`src/rtl/ts_fifo_pair.sv`:
```
module ts_fifo_pair #(
  parameter int DEPTH = 8
) (
  input  logic        clk,
  input  logic        rst_n,
  input  logic        rx_cap,
  input  logic [29:0] rx_ns,
  input  logic [31:0] rx_sec,
  input  logic [15:0] rx_seq,
  input  logic        tx_cap,
  input  logic [29:0] tx_ns,
  input  logic [31:0] tx_sec,
  input  logic [15:0] tx_seq,
  input  logic [3:0]  reg_addr,
  input  logic        reg_rd,
  input  logic        reg_wr,
  input  logic [15:0] reg_wdata,
  output logic [15:0] reg_rdata,
  output logic        irq
);
  localparam int ENT_W = 78;
  localparam int PTR_W = (DEPTH > 1) ? $clog2(DEPTH) : 1;
  localparam int CNT_W = $clog2(DEPTH + 1);
  localparam logic [3:0] A_STAT = 4'd10;
  localparam logic [3:0] A_EN   = 4'd11;
  localparam logic [3:0] A_CNT  = 4'd12;
  localparam logic [3:0] A_CTRL = 4'd13;

  logic [1:0]            cap, push, pop, full, nonempty, drop;
  logic [1:0][ENT_W-1:0] cap_ent, head;
  logic [1:0][CNT_W-1:0] cnt;
  logic [1:0]            ovf_q;
  logic [3:0]            en_q;
  logic [3:0]            status;
  logic                  hard_rst, stat_rd;
  logic                  unused_wdata;

  assign cap        = {tx_cap, rx_cap};
  assign cap_ent[0] = {rx_ns, rx_sec, rx_seq};
  assign cap_ent[1] = {tx_ns, tx_sec, tx_seq};
  assign hard_rst   = reg_wr && reg_addr == A_CTRL && reg_wdata[0];
  assign stat_rd    = reg_rd && reg_addr == A_STAT;
  assign unused_wdata = ^reg_wdata[15:4];

  for (genvar d = 0; d < 2; d++) begin : g_dir
    logic [ENT_W-1:0] mem [DEPTH];
    logic [PTR_W-1:0] wptr, rptr;

    assign full[d]     = cnt[d] == CNT_W'(DEPTH);
    assign nonempty[d] = cnt[d] != '0;
    assign push[d]     = cap[d] && !full[d] && !hard_rst;
    assign drop[d]     = cap[d] && full[d] && !hard_rst;
    assign pop[d]      = reg_rd && reg_addr == 4'(4 + 5 * d) && nonempty[d] && !hard_rst;
    assign head[d]     = mem[rptr];

    always_ff @(posedge clk)
      if (push[d]) mem[wptr] <= cap_ent[d];

    always_ff @(posedge clk or negedge rst_n)
      if (!rst_n) begin
        wptr   <= '0;
        rptr   <= '0;
        cnt[d] <= '0;
      end else if (hard_rst) begin
        wptr   <= '0;
        rptr   <= '0;
        cnt[d] <= '0;
      end else begin
        if (push[d]) wptr <= (wptr == PTR_W'(DEPTH - 1)) ? '0 : wptr + 1'b1;
        if (pop[d])  rptr <= (rptr == PTR_W'(DEPTH - 1)) ? '0 : rptr + 1'b1;
        cnt[d] <= cnt[d] + CNT_W'(push[d]) - CNT_W'(pop[d]);
      end

    a_r6_full_drop_sets_ovf: assert property (@(posedge clk) disable iff (!rst_n)
      (cap[d] && full[d] && !hard_rst) |=> (ovf_q[d] && cnt[d] != '0));
    a_r4_pop_decrements: assert property (@(posedge clk) disable iff (!rst_n)
      (reg_rd && reg_addr == 4'(4 + 5 * d) && nonempty[d] && !cap[d] && !hard_rst)
      |=> cnt[d] == CNT_W'($past(cnt[d]) - 1'b1));
    a_r11_both_keep_count: assert property (@(posedge clk) disable iff (!rst_n)
      (pop[d] && cap[d] && !full[d]) |=> $stable(cnt[d]));
    a_r1_count_bound: assert property (@(posedge clk) disable iff (!rst_n)
      cnt[d] <= CNT_W'(DEPTH));
  end

  always_ff @(posedge clk or negedge rst_n)
    if (!rst_n) begin
      ovf_q <= '0;
      en_q  <= '0;
    end else begin
      ovf_q <= hard_rst ? 2'b00 : ((stat_rd ? 2'b00 : ovf_q) | drop);
      if (reg_wr && reg_addr == A_EN) en_q <= reg_wdata[3:0];
    end

  assign status = {ovf_q, nonempty};
  assign irq    = |(status & en_q);

  function automatic logic [15:0] head_word(input logic [ENT_W-1:0] e, input logic v,
                                            input logic [2:0] w);
    logic [15:0] r;
    case (w)
      3'd0:    r = {1'b1, 1'b0, e[77:64]};
      3'd1:    r = e[63:48];
      3'd2:    r = e[47:32];
      3'd3:    r = e[31:16];
      default: r = e[15:0];
    endcase
    return v ? r : 16'h0000;
  endfunction

  always_comb begin
    reg_rdata = 16'h0000;
    case (reg_addr)
      4'd0, 4'd1, 4'd2, 4'd3, 4'd4:
        reg_rdata = head_word(head[0], nonempty[0], 3'(reg_addr));
      4'd5, 4'd6, 4'd7, 4'd8, 4'd9:
        reg_rdata = head_word(head[1], nonempty[1], 3'(reg_addr - 4'd5));
      A_STAT:  reg_rdata = {12'h000, status};
      A_EN:    reg_rdata = {12'h000, en_q};
      A_CNT:   reg_rdata = {8'(cnt[1]), 8'(cnt[0])};
      default: reg_rdata = 16'h0000;
    endcase
  end

  a_r9_hard_reset_clears: assert property (@(posedge clk) disable iff (!rst_n)
    hard_rst |=> (cnt == '0 && ovf_q == 2'b00));
  a_r7_read_clears_ovf: assert property (@(posedge clk) disable iff (!rst_n)
    (stat_rd && drop == 2'b00) |=> ovf_q == 2'b00);
  a_r8_irq_mask: assert property (@(posedge clk) disable iff (!rst_n)
    (en_q == 4'h0) |-> !irq);
endmodule

```
`config.mk`:
```
export PLATFORM = sky130hd
export DESIGN_NAME = ts_fifo_pair
export DESIGN_NICKNAME = d
export VERILOG_FILES = /design/src/rtl/ts_fifo_pair.sv
export SDC_FILE = /design/constraint.sdc
export NUM_CORES = 1
export LEC_CHECK = 0
export CAP_MARGIN = 5
export CORE_MARGIN = 2
export CORE_UTILIZATION = 45
export DETAILED_ROUTE_END_ITERATION = 8
export GPL_ROUTABILITY_DRIVEN = 0
export SLEW_MARGIN = 20
export SYNTH_ARGS = -nofsm -noshare
export SYNTH_HDL_FRONTEND = slang
export SYNTH_SLANG_ARGS = --single-unit
```
`constraint.sdc`:
```
create_clock -name clk -period 11.45 [get_ports clk]
set_input_delay 3.435 -clock clk [delete_from_list [all_inputs] [get_ports clk]]
set_output_delay 3.435 -clock clk [all_outputs]
set_load 0.01 [all_outputs]
```
Yosys cells after proc, flatten, opt, wreduce, memory -nomap -nowiden. Memories as Yosys holds them, arrays and structs flattened. Cells that the tools add are included.

Add/sub/neg operators: 9. Eq/ne operators: 25. Mux-type cells: 25. Bitwise operators: 2. Reduce and logical (&&, ||, !) cells: 33.

Operators by type and width (number): 16-bit case mux with 4 select lines (2); 16-bit case mux with 5 select lines (1); 3-bit 2-to-1 mux (12); 4-bit equality test (second input constant) (8); 16-bit 2-to-1 mux (2); 1-bit logical AND (18); 4-bit by 3-bit equality test with 1-bit output (second input constant) (4); 3-bit by 1-bit adder with 3-bit output (second input constant) (4); 3-bit by 2-bit equality test with 1-bit output (second input constant) (4); 3-bit equality test (second input constant) (4); 5-bit OR reduction (2); 4-bit by 1-bit adder with 4-bit output (2); 4-bit by 2-bit equality test with 1-bit output (second input constant) (2); 4-bit 2-to-1 mux (2); 2-bit nonzero test (4); 4-bit nonzero test (2); 4-bit by 1-bit subtractor with 4-bit output (2); 3-bit by 1-bit equality test with 1-bit output (second input constant) (2); 3-bit logical NOT (2); 4-bit bitwise AND (1); 4-bit by 1-bit equality test with 1-bit output (second input constant) (1); 4-bit logical NOT (1); 1-bit 2-to-1 mux (4); 2-bit 2-to-1 mux (2); other kinds (4) (6).

Bits in registers: 26. RAM bits: 1248. Bits of input ports: 182. Output and inout port bits: 17. Word-level logic and storage cells: 104. Memories kept: 2.

Memory list: g_dir[0].mem (words 8, bits a word 78, rd ports 1, clocked after memory_dff 0, wr ports 1, RTL line 46) `logic [ENT_W-1:0] mem [DEPTH];`; g_dir[1].mem (words 8, bits a word 78, rd ports 1, clocked after memory_dff 0, wr ports 1, RTL line 46).

Logic depth before layout (Yosys ltp).
Depth after elaboration: 8. Gate-level depth with buffers: 12. Depth with buffers taken out: 12.

Worst setup path after synthesis. Ideal clock, no wire load.

Kind: input -> register. Start: input reg_addr[1]. End: memory g_dir[0].mem[0][0], enable pin. Library setup time: 610 ps. Arrival: 9812 ps. Data required time: 10840 ps. Path slack: 1028 ps. Cell stages on the path: 6. Path buffers: 2. Path through: buf_2 nand2b_1 clkbuf_1 nor2_1 or3_1 nor3_1.

Word-level cells in the longest chain between the ends: 7.

Ends and longest elaborated chain: from (decl) (RTL line 14) `input logic [3:0] reg_addr,`; 4-bit equality test (RTL line 41) `assign hard_rst = reg_wr && reg_addr == A_CTRL && reg_wdata[0];`; 1-bit logical AND (2 in a row) (RTL line 41); 1-bit logical NOT (RTL line 51) `assign push[d] = cap[d] && !full[d] && !hard_rst;`; 1-bit logical AND (RTL line 51); 1-bit 2-to-1 mux (RTL line 57) `if (push[d]) mem[wptr] <= cap_ent[d];`; 1-bit 2-to-1 mux (not written as such) (RTL line 57); to (decl) (RTL line 46).

No other way between the ends.

Worst setup path in the final report.
Start: input reg_addr[2]. End: output reg_rdata[9].

Word-level cells in the longest chain between the ends: 5. Elaborated cells between the ends (all ways): 29. Those cells by class: add/sub (1); eq/ne (18); mux (5); reduce/logical (5).

Ends and longest elaborated chain: 3-bit subtractor (RTL line 116) `reg_rdata = head_word(head[1], nonempty[1], 3'(reg_addr - 4'd5));`; 3-bit by 2-bit equality test with 1-bit output, or another cell as far along (RTL line 100) `case (w)`; 16-bit case mux with 4 select lines (RTL line 100); 16-bit 2-to-1 mux (RTL line 107) `return v ? r : 16'h0000;`; 16-bit case mux with 5 select lines (*) (RTL line 112) `case (reg_addr)`; to (decl) (RTL line 18) `output logic [15:0] reg_rdata,`.

Every way passes the cells marked *; elsewhere a longest branch is shown, timed or not.

==> impl_metrics.prom <==
# TYPE chip_impl_metric gauge
chip_impl_info{name="run_status",value="complete, no violations"} 1
chip_impl_metric{name="synth.lib_cells_used.distinct",unit=""} 63
chip_impl_metric{name="grt_pass1_vias",unit=""} 24600
chip_impl_info{name="grt_setup_unrepaired",value="no"} 1
chip_impl_metric{name="die_height",unit="microns"} 335
chip_impl_info{name="timing.hold.worst.start",value="ovf_q[0]"} 1
chip_impl_metric{name="final_cell_area",unit="sq um"} 57300
chip_impl_metric{name="tritoncts.num_buffers",unit=""} 133
chip_impl_metric{name="timing.max_slew.rel_slack",unit=""} 0.261
chip_impl_metric{name="synth-edff-count",unit=""} 1248
chip_impl_metric{name="dp_cells",unit=""} 3849
chip_impl_metric{name="timing.final.hold_violations",unit=""} 0
chip_impl_info{name="worstHoldPathType",value="reg -> reg"} 1
chip_impl_metric{name="area_occupied_by_registers",unit="sq um"} 38100
chip_impl_metric{name="clk_path_buf_depth",unit=""} 3
chip_impl_metric{name="avgViaCountPerCell",unit=""} 5.88
chip_impl_metric{name="placement.cell_area",unit="sq um"} 53200
chip_impl_metric{name="maximum_capacitance_violations",unit=""} 0
chip_impl_metric{name="r2r_slack",unit="ps"} 7790
chip_impl_metric{name="nFillCells",unit=""} 8363
chip_impl_info{name="cts_tree",value="yes"} 1
chip_impl_metric{name="final_min_period_over_clock_period",unit=""} 0.939
chip_impl_info{name="crit_path_top_delay_cell",value="sky130_fd_sc_hd__clkdlybuf4s50_1"} 1
chip_impl_metric{name="final_hold_slack",unit="ps"} 553
chip_impl_metric{name="worst_clock_skew",unit="ps"} 17.2
chip_impl_metric{name="hold_buffers",unit=""} 0
chip_impl_metric{name="clkSinkCount",unit=""} 1274
chip_impl_metric{name="mappedNetlistArea",unit="sq um"} 49400
chip_impl_info{name="setup.worst_path.end_class",value="output pin"} 1
chip_impl_info{name="synth_top_flop_cell",value="sky130_fd_sc_hd__edfxtp_1"} 1
chip_impl_info{name="min_to",value="ovf_q[0]"} 1
chip_impl_metric{name="crit_required",unit="ps"} 8020
chip_impl_metric{name="critical_path_buf_inv_count",unit=""} 5
chip_impl_info{name="cp_cell_sequence",value="clkdlybuf4s50_1 > clkinv_1 > ha_1 > buf_4 > and3b_1 > and2_1 > buf_4 > a22oi_1 > nand3_1 > o31ai_1 > nand3_1 > clkdlybuf4s50_1"} 1
chip_impl_metric{name="drt-wirelength-per-cell",unit="microns"} 29.0
chip_impl_info{name="critical-path-top-delay-family",value="buffers and inverters"} 1
chip_impl_metric{name="final-max-slew-violation-count",unit=""} 0
chip_impl_metric{name="htreeDepth",unit=""} 4
chip_impl_metric{name="worst-endpoint-arrival",unit="ps"} 7320
chip_impl_metric{name="finalWirelength",unit="mm"} 118
chip_impl_info{name="clockRootBuffer",value="sky130_fd_sc_hd__clkbuf_16"} 1
chip_impl_metric{name="detailedPlacementHpwl",unit="mm"} 70.6
chip_impl_info{name="cp_startpoint_kind",value="input pin"} 1
chip_impl_metric{name="wire_length_of_the_first_global_routing_pass",unit="mm"} 171
chip_impl_metric{name="insertion_delay",unit="ps"} 740
chip_impl_metric{name="layout-area-overhead-vs-synth",unit="%"} 16.0
chip_impl_metric{name="io_buffer_count",unit=""} 186
chip_impl_metric{name="floorplan.die_area",unit="sq um"} 112000
chip_impl_metric{name="cts_post_setup_buffers_inserted",unit=""} 0
chip_impl_metric{name="fin_tns_setup",unit="ps"} 0
chip_impl_metric{name="leakagePower",unit="nW"} 18.0
chip_impl_metric{name="ant_nets",unit=""} 0
chip_impl_metric{name="vias",unit=""} 24000
chip_impl_metric{name="floorplan.initialDensity",unit=""} 0.454
chip_impl_metric{name="async_flop_share",unit=""} 0.0204
chip_impl_metric{name="synth_area_per_cell",unit="sq um"} 21.6
chip_impl_metric{name="fp-row-count",unit=""} 121
chip_impl_metric{name="hold_path_depth",unit=""} 2
chip_impl_metric{name="critical_path.max_fanout",unit=""} 9
chip_impl_metric{name="pwr_density_cell",unit="nW/um^2"} 230
chip_impl_metric{name="setup_viol",unit=""} 0
chip_impl_metric{name="finalNetCount",unit=""} 2775
chip_impl_metric{name="min_period",unit="ps"} 10760
chip_impl_metric{name="pin_count",unit=""} 199
chip_impl_metric{name="track_usage",unit=""} 0.213
chip_impl_metric{name="yosys_warnings",unit=""} 0
chip_impl_metric{name="timing.critical_path.slowest_cell_delay",unit="ps"} 610
chip_impl_metric{name="clk_pin_slew",unit="ps"} 60
chip_impl_metric{name="synth_instances",unit=""} 2286
chip_impl_metric{name="worst_pin_slew",unit="ps"} 1110
chip_impl_metric{name="largest_net_degree_at_the_start_of_global_routing",unit=""} 112
chip_impl_metric{name="r2r.worst_path.cells",unit=""} 9
chip_impl_metric{name="post-route-util",unit=""} 0.526
chip_impl_metric{name="drive_above_1_share",unit=""} 0.214
chip_impl_metric{name="final_cell_count_without_fillers",unit=""} 4086
chip_impl_metric{name="antenna_found_initial",unit=""} 23
chip_impl_info{name="reg2reg_from",value="cnt[2]"} 1
chip_impl_metric{name="max-vdd-ir-drop",unit="uV"} 204
chip_impl_metric{name="area_taken_by_multi_input_logic_gates",unit="sq um"} 10700
chip_impl_metric{name="synth_fp_nets",unit=""} 2491
chip_impl_info{name="reg2reg_to",value="g_dir[0].mem[1][53]"} 1
chip_impl_info{name="critical_path_class",value="in -> out"} 1
chip_impl_metric{name="overflow",unit=""} 0
chip_impl_metric{name="route.detailed.drc",unit=""} 0
chip_impl_metric{name="drt-initial-drc-count",unit=""} 2176
chip_impl_metric{name="maximum_clock_rate",unit="MHz"} 93.0
chip_impl_metric{name="synth_seq_cells",unit=""} 1274
chip_impl_metric{name="yosysSeqAreaShare",unit=""} 0.772
chip_impl_metric{name="first_pass_iters",unit=""} 5
chip_impl_metric{name="post_cts_resized",unit=""} 0
chip_impl_metric{name="core_region_area",unit="sq um"} 109000
chip_impl_metric{name="die_width",unit="microns"} 335
-- metal layers --
metal | vias up | routed length, microns | global-route usage
li1 | 10200 | - | -
met1 | 12800 | 47500 | 0.283
met2 | 799 | 58900 | 0.350
met3 | 187 | 8990 | 0.0508
met4 | 30 | 2830 | 0.0635
met5 | - | 196 | 0
-- layout make-up --
class,instances,area share
flip-flops and latches,1274,0.666
clock buffers,170,0.0624
inverters,19,0.00124
diodes,8,0.000349
multi-input cells,881,0.187
repair buffers,261,0.0441
well taps,1414,0.0309
clock inverters,59,0.00858
-- where the power goes --
group	internal, W	leakage [nW]	switching, W
combinational	0.00134	4.36	0.00168
sequential	0.00581	11.6	0.000285
clock	0.00234	1.99	0.00171
total	0.00948	18.0	0.00367
-- kinds of logic after synthesis --
family | after synthesis | share of synthesized area
adder cells (fa/ha/maj) | 23 | 0.00613
flip-flops | 1274 | 0.772
AO/OA/AOI/OAI | 228 | 0.0315
XOR/XNOR | 4 | 0.000709
multiplexers | 385 | 0.153
AND/OR/NAND/NOR | 241 | 0.0221
buffers and inverters | 131 | 0.0145
-- flip-flops by register name, indices dropped and copies added, names as in the netlist --
register	cells
cnt	8
g_dir.wptr	6
en_q	4
g_dir.rptr	6
g_dir.mem	1248
ovf_q	2
-- worst max path at each step --
stage	startpoint	to	slack [ps]	cells past startpoint
final	reg_addr[2]	reg_rdata[9]	690	12
after global routing	reg_addr[2]	reg_rdata[2]	570	11
after CTS	reg_addr[2]	reg_rdata[9]	770	12
after detailed placement	reg_addr[2]	reg_rdata[9]	790	12
after global placement	reg_addr[2]	reg_rdata[9]	770	12
after floorplan	reg_addr[1]	g_dir[0].mem[0][0]	1030	6
-- worst register-to-register path, stage by stage, from the launching register on --
cell and delay (ps):
sky130_fd_sc_hd__dfrtp_1 320, sky130_fd_sc_hd__inv_1 90, sky130_fd_sc_hd__ha_1 230, sky130_fd_sc_hd__nand2_1 130, sky130_fd_sc_hd__nand2_1 150, sky130_fd_sc_hd__nor2_1 200, sky130_fd_sc_hd__nand2_1 240, sky130_fd_sc_hd__nor3_2 830
sky130_fd_sc_hd__buf_4 610, sky130_fd_sc_hd__buf_4 510
-- cells in the mapped netlist, types with 17 or more instances --
| library cell | number | share of area |
|---|---|---|
| sky130_fd_sc_hd__dfrtp_1 | 26 | 0.013 |
| sky130_fd_sc_hd__mux4_2 | 277 | 0.13 |
| sky130_fd_sc_hd__nand3_1 | 25 | 0.0025 |
| sky130_fd_sc_hd__a22oi_1 | 60 | 0.0091 |
| sky130_fd_sc_hd__a31oi_1 | 17 | 0.0022 |
| sky130_fd_sc_hd__edfxtp_1 | 1248 | 0.76 |
| sky130_fd_sc_hd__mux2i_1 | 83 | 0.017 |
| sky130_fd_sc_hd__ha_1 | 21 | 0.0053 |
| sky130_fd_sc_hd__clkbuf_1 | 31 | 0.0024 |
| sky130_fd_sc_hd__o21ai_0 | 30 | 0.0030 |
| sky130_fd_sc_hd__a21oi_1 | 42 | 0.0043 |
| sky130_fd_sc_hd__inv_1 | 17 | 0.0013 |
| sky130_fd_sc_hd__nor2_1 | 62 | 0.0047 |
| sky130_fd_sc_hd__nand2_1 | 94 | 0.0071 |
| sky130_fd_sc_hd__buf_2 | 38 | 0.0038 |
-- per-stage QoR --
stage | power [W] | worst slack [ps]
global route | 0.0137 | 575
detailed placement | 0.00928 | 794
CTS | 0.0133 | 769
floorplan | 0.00826 | 1030
global placement | 0.00920 | 768
finish | 0.0132 | 694
-- cell usage in the layout, fill, tap and decap left out, types with 42 or more instances in the layout --
master,count
sky130_fd_sc_hd__clkbuf_16,137
sky130_fd_sc_hd__nand2_1,94
sky130_fd_sc_hd__a22oi_1,60
sky130_fd_sc_hd__mux2i_1,83
sky130_fd_sc_hd__clkdlybuf4s50_1,186
sky130_fd_sc_hd__buf_4,67
sky130_fd_sc_hd__edfxtp_1,1248
sky130_fd_sc_hd__mux4_2,277
sky130_fd_sc_hd__nor2_1,50
sky130_fd_sc_hd__a21oi_1,42
No activity file was read; power rests on OpenSTA's default activity.
